--- config.mk ---
export PLATFORM = sky130hd
export DESIGN_NAME = lirq_agg
export DESIGN_NICKNAME = d
export VERILOG_FILES = /design/src/rtl/lirq_pkg.sv /design/src/rtl/lirq_regs.sv /design/src/rtl/lirq_pend.sv /design/src/rtl/lirq_agg.sv
export SDC_FILE = /design/constraint.sdc
export NUM_CORES = 1
export LEC_CHECK = 0
export BUFFER_PORTS_ARGS = -buffer_cell sky130_fd_sc_hd__buf_2
export CORE_ASPECT_RATIO = 2
export CORE_UTILIZATION = 40
export CTS_BUF_LIST = sky130_fd_sc_hd__clkbuf_16
export CTS_CLUSTER_SIZE = 8
export DETAILED_ROUTE_END_ITERATION = 16
export PLACE_DENSITY = 0.79
export SYNTH_ARGS = -nofsm -noshare
export SYNTH_HDL_FRONTEND = slang
export SYNTH_SLANG_ARGS = --single-unit
--- constraint.sdc ---
create_clock -name clk -period 1.2 [get_ports clk]
set_input_delay 0.18 -clock clk [delete_from_list [all_inputs] [get_ports clk]]
set_output_delay 0.18 -clock clk [all_outputs]
set_load 0.005 [all_outputs]
--- src/rtl/lirq_pkg.sv ---
package lirq_pkg;
  localparam int NTMR   = 4;
  localparam int PW     = 10;
  localparam int P_TMR  = 0;
  localparam int P_MBOX = 4;
  localparam int P_FAST = 8;
  localparam int P_PMU  = 9;

  localparam int OFS_PMU_SET = 'h08;
  localparam int OFS_PMU_CLR = 'h0C;
  localparam int OFS_TMR     = 'h40;
  localparam int OFS_MBOX    = 'h50;
  localparam int OFS_PEND    = 'h60;
endpackage

--- src/rtl/lirq_regs.sv ---
module lirq_regs
  import lirq_pkg::*;
#(
  parameter int NC = 4,
  parameter int AW = 8,
  parameter int DW = 32
) (
  input  logic                 clk,
  input  logic                 rst_n,
  input  logic                 wr,
  input  logic [AW-1:0]        addr,
  input  logic [DW-1:0]        wdata,
  output logic [NC*NTMR-1:0]   tmr_en,
  output logic [NC-1:0]        mbox_en,
  output logic [NC-1:0]        pmu_route
);
  localparam logic [AW-1:0] A_SET = AW'(OFS_PMU_SET);
  localparam logic [AW-1:0] A_CLR = AW'(OFS_PMU_CLR);

  wire lirq_unused_wd = ^wdata[DW-1:NTMR];

  // routing mask: write-one-to-set / write-one-to-clear
  logic          set_hit, clr_hit, route_ce;
  logic [NC-1:0] route_d;

  assign set_hit  = wr && (addr == A_SET);
  assign clr_hit  = wr && (addr == A_CLR);
  assign route_ce = set_hit || clr_hit;

  always_comb begin
    route_d = pmu_route;
    if (set_hit) route_d = pmu_route | wdata[NC-1:0];
    if (clr_hit) route_d = pmu_route & ~wdata[NC-1:0];
  end

  always_ff @(posedge clk or negedge rst_n) begin
    if (!rst_n)        pmu_route <= '0;
    else if (route_ce) pmu_route <= route_d;
  end

  // per-core enable words
  for (genvar c = 0; c < NC; c++) begin : g_core
    localparam logic [AW-1:0] A_TMR = AW'(OFS_TMR + 4*c);
    localparam logic [AW-1:0] A_MBX = AW'(OFS_MBOX + 4*c);

    logic            tmr_ce, mbx_ce;
    logic [NTMR-1:0] tmr_d, tmr_q;
    logic            mbx_d, mbx_q;

    assign tmr_ce = wr && (addr == A_TMR);
    assign mbx_ce = wr && (addr == A_MBX);
    assign tmr_d  = wdata[NTMR-1:0];
    assign mbx_d  = wdata[0];

    always_ff @(posedge clk or negedge rst_n) begin
      if (!rst_n)      tmr_q <= '0;
      else if (tmr_ce) tmr_q <= tmr_d;
    end

    always_ff @(posedge clk or negedge rst_n) begin
      if (!rst_n)      mbx_q <= 1'b0;
      else if (mbx_ce) mbx_q <= mbx_d;
    end

    assign tmr_en[c*NTMR +: NTMR] = tmr_q;
    assign mbox_en[c]             = mbx_q;
  end
endmodule

--- src/rtl/lirq_pend.sv ---
module lirq_pend
  import lirq_pkg::*;
#(
  parameter int CORE = 0
) (
  input  logic [NTMR-1:0] tmr_in,
  input  logic [NTMR-1:0] tmr_en,
  input  logic            mbox_in,
  input  logic            mbox_en,
  input  logic            fast_in,
  input  logic            pmu_in,
  input  logic            pmu_rt,
  output logic [PW-1:0]   pend,
  output logic            irq
);
  logic fast_sel;

  if (CORE == 0) begin : g_fast
    assign fast_sel = fast_in;
  end else begin : g_nofast
    assign fast_sel = 1'b0;
    wire lirq_unused_fast = fast_in;
  end

  always_comb begin
    pend                  = '0;
    pend[P_TMR +: NTMR]   = tmr_in & tmr_en;
    pend[P_MBOX]          = mbox_in & mbox_en;
    pend[P_FAST]          = fast_sel;
    pend[P_PMU]           = pmu_in & pmu_rt;
  end

  assign irq = |pend;
endmodule

--- src/rtl/lirq_agg.sv ---
module lirq_agg
  import lirq_pkg::*;
#(
  parameter int NC = 4,
  parameter int AW = 8,
  parameter int DW = 32
) (
  input  logic                clk,
  input  logic                rst_n,
  input  logic                bus_wr,
  input  logic [AW-1:0]       bus_addr,
  input  logic [DW-1:0]       bus_wdata,
  output logic [DW-1:0]       bus_rdata,
  input  logic [NC*NTMR-1:0]  tmr_irq_in,
  input  logic [NC-1:0]       mbox_irq_in,
  input  logic [NC-1:0]       pmu_irq_in,
  input  logic                fast_irq_in,
  output logic [NC-1:0]       core_irq
);
  logic [NC*NTMR-1:0]   tmr_en_w;
  logic [NC-1:0]        mbox_en_w;
  logic [NC-1:0]        pmu_route_w;
  logic [NC-1:0][PW-1:0] pend_w;

  lirq_regs #(.NC(NC), .AW(AW), .DW(DW)) u_regs (
    .clk       (clk),
    .rst_n     (rst_n),
    .wr        (bus_wr),
    .addr      (bus_addr),
    .wdata     (bus_wdata),
    .tmr_en    (tmr_en_w),
    .mbox_en   (mbox_en_w),
    .pmu_route (pmu_route_w)
  );

  for (genvar c = 0; c < NC; c++) begin : g_pend
    lirq_pend #(.CORE(c)) u_pend (
      .tmr_in  (tmr_irq_in[c*NTMR +: NTMR]),
      .tmr_en  (tmr_en_w[c*NTMR +: NTMR]),
      .mbox_in (mbox_irq_in[c]),
      .mbox_en (mbox_en_w[c]),
      .fast_in (fast_irq_in),
      .pmu_in  (pmu_irq_in[c]),
      .pmu_rt  (pmu_route_w[c]),
      .pend    (pend_w[c]),
      .irq     (core_irq[c])
    );
  end

  // read mux
  always_comb begin
    bus_rdata = '0;
    if (bus_addr == AW'(OFS_PMU_SET) || bus_addr == AW'(OFS_PMU_CLR))
      bus_rdata[NC-1:0] = pmu_route_w;
    for (int c = 0; c < NC; c++) begin
      if (bus_addr == AW'(OFS_TMR + 4*c))
        bus_rdata[NTMR-1:0] = tmr_en_w[c*NTMR +: NTMR];
      if (bus_addr == AW'(OFS_MBOX + 4*c))
        bus_rdata[0] = mbox_en_w[c];
      if (bus_addr == AW'(OFS_PEND + 4*c))
        bus_rdata[PW-1:0] = pend_w[c];
    end
  end
endmodule

==> results.cfg <==
[placement]
detailedPlace.worstSlack_ns = -0.489
detailed_place_hpwl_um = 4810
io_buffers = 50
gp_routability_congestion = 0.910

[synthesis]
synth_mux_area_frac = 0.111
yosys_most_used_dff = dfrtp_1
synth_enable_flop_cells = 0
synth_largest_type_area_fraction = 0.311
synth_largest_area_cell = dfrtp_1
synth.most_common_cell = buf_4
synth.cell_area_um2 = 1930
synth_compound_gate_area_share = 0.220
yosysSeqAreaShare = 0.311
synthXorXnorAreaFrac = 0.00454
async_reset_ff_frac = 1.00
mean_area_per_synthesized_cell_um2 = 8.90
synth_top_family_by_area = compound AO/OA/AOI/OAI gates
synth_simple_gate_area_frac = 0.211
yosys-top-cells-count = buf_4 (32), dfrtp_1 (24), nand2_1 (19)
synth.top_cells.by_area = dfrtp_1 (31%), buf_4 (12%), mux2_1 (6.4%)
unique_cell_type_count_in_the_yosys_netlist = 47
synth_adder_area_share = 0
postSynthRegisterBits = 24
synthCells = 217
synthesis_warning_total = 0

[run_status]
failing_checks = setup timing
status = finished with violations

[die]
dieWidth_um = 51.1
initial_utilization = 0.420
die_y_um = 100
fp.coreArea_um2 = 4600
core.rowCount = 35
floorplan.die_area_um2 = 5130
boundaryPins = 104

[layout]
n_fill_cell = 310
synthToLayoutAreaGrowth_pct = 72.9
fraction_of_layout_instances_using_a_drive_strength_above_1 = 0.618
diodes = 0
finish.net_count = 404

[detailed_routing]
drt_pass1_iterations = 4
postRouteWirelength_um = 8590
detailedRoute.firstIterationViolations = 109
route.detailed.wl_per_inst_um = 22.0
detail_route.drc_violations = 0
vias = 2326
drt.antenna.violating_nets = 0
post_drt_via_cell_ratio = 5.96

[power]
p_leak_nw = 1.55
power.density_cell_area_nw_per_um2 = 776
finalPower_mw = 2.59
peakVddDrop_mv = 0.942

[clocking]
cts_h_tree_depth = 1
worst_skew_pair.late_latency_ns = 0.26
clkTransAtPathRegs_ns = 0.06
tritoncts = done
clock_tree.buffer_depth = 2
cts.sink_count = 24
cts_root_buf = clkbuf_16
cts_inserted_buffers = 3

[sta]
setup-violations-final = 33
slew_of_the_pin_with_the_lowest_slew_margin_ns = 0.585
timing.final.ws_setup_ns = -0.601
timing.final.crit_share = 1.50
f_max_ghz = 0.555
rsz0062_at_grt = yes
timing.final.hold_violations = 0
skew_ns = 0
period_needed_ns = 1.80
slew_headroom = 0.610
final-max-slew-violation-count = 0

[grt]
maximum_number_of_pins_on_one_net_before_global_route_repair = 25
grt_first_pass_wirelength_um = 11900
grtUsageTotal = 0.320
first_global_vias = 2334
grt_remaining_overflow = 0
antenna_found_initial = 0

[setup_path]
critPathKind = flop to output pin
max_stage_delay_ns = 0.40
data_required_time_of_the_worst_path_ns = 1.02
worst-endpoint-arrival_ns = 1.62
worstPathMaxFanout = 3
timing.critical_path.from_type = flop
cpMaxStageDelayCell = dfrtp_1
critical_path.endpoint_type = output pin
path_cells = o21ai_1, a21oi_1, o311a_1, a2bb2oi_2, buf_2

[job]
maxCapViolCount = 0

[min_path]
worst_hold_path_type = primary input to flop
==> stage by stage <==
step,utilization,area (um^2),cells,setup TNS (ns),hold slack [ns]
finish,0.726,3340,390,-6.86,0.230
global route,0.726,3340,390,-7.79,0.235
CTS,0.680,3130,380,-3.86,0.231
detailed placement,0.552,2540,361,-10.02,0.189
global placement,0.552,2540,361,-9.67,0.182
floorplan,-,2090,241,-1.16,-0.116
==> repair_timing <==
item	4_1_cts	5_1_grt
hold buffers	1	0
endpoints found under the hold margin	24	0
gates cloned	1	0
resized for setup	92	38
endpoints found under the setup margin	34	35
setup buffers	16	11
pin swaps	33	17
==> per-layer routing <==
metal | global-route usage | part of all wire | vias to the layer above
met5 | 0 | 0 | -
met4 | 0.278 | 0.093 | 0
met3 | 0.0364 | 0.071 | 61
met2 | 0.530 | 0.51 | 175
met1 | 0.345 | 0.32 | 1101
li1 | - | - | 989
==> kinds of logic after synthesis <==
family | Yosys count
AOI/OAI and AO/OA | 62
xor gates and xnor gates | 1
buffers and inverters | 39
DFF | 24
muxes | 19
other | 1
and+or+nand+nor | 71
==> layout by cell type (no fill, tap or decap), types with 3 or more instances in the layout <==
cell type  synthesis  final
a21oi_2            0      3
nand2b_1           5      5
nand3b_1           3      3
buf_12             0      4
inv_1              3      3
a22oi_2            0      7
nand3_1            8      5
o21ai_2            0      4
o21ai_1            5      6
a22oi_1           11      4
o22ai_2            2      3
nand2_2            1      3
nor2_1            11      5
o21a_1             3      3
buf_2              3     42
nand2_4            0      7
buf_6              0     30
conb_1             1     25
dfrtp_1           24     24
mux2_4             0     16
nor2_4             2     10
nand2_1           19     10
a21oi_1           11      8
nand3_2            1      3
buf_4             32     45
o21ai_0           12      6
clkbuf_16          0      3
==> critical path: cells and delay by family (launching register included) <==
| kind | cells | cell delay (ns) |
|---|---|---|
| buffers and inverters | 1 | 0.13 |
| AOI/OAI and AO/OA | 4 | 0.83 |
| DFF | 1 | 0.40 |
==> layout make-up <==
| cell class | instances | area [um^2] | share of cell area |
|---|---|---|---|
| Clock buffer | 3 | 75.1 | 0.0225 |
| Clock inverter | 1 | 30.0 | 0.00900 |
| Inverter | 4 | 17.5 | 0.00525 |
| Multi-Input combinational cell | 178 | 1510 | 0.453 |
| Sequential cell | 24 | 601 | 0.180 |
| Tap cell | 55 | 68.8 | 0.0206 |
| Timing Repair Buffer | 125 | 1030 | 0.310 |
==> report_power, final <==
| part | switching [mW] | internal (mW) | total, mW | leakage, nW |
|---|---|---|---|---|
| combinational | 0.367 | 0.376 | 0.743 | 1.17 |
| sequential | 0.0355 | 0.849 | 0.884 | 0.326 |
| clock | 0.301 | 0.664 | 0.964 | 0.0511 |
| total | 0.704 | 1.89 | 2.59 | 1.55 |
==> path summary, 6_finish.rpt <==
| kind | to | slack, ns | start | cells past startpoint |
|---|---|---|---|---|
| worst max register to register | u_regs.g_core[2].mbx_q | 0.09 | u_regs.g_core[2].mbx_q | 4 |
| min in group asynchronous | u_regs.g_core[2].tmr_q[0] | 0.44 | rst_n | 2 |
| worst max-delay path | bus_rdata[0] | -0.60 | u_regs.g_core[1].tmr_q[0] | 5 |
| max in group asynchronous | u_regs.g_core[0].mbx_q | 0.37 | rst_n | 2 |
| worst min register to register | u_regs.g_core[3].tmr_q[2] | 0.56 | u_regs.g_core[3].tmr_q[2] | 1 |
| worst min-delay path | flop | 0.23 | bus_wdata[1] | 3 |
Power figures use the tool's default switching activity.
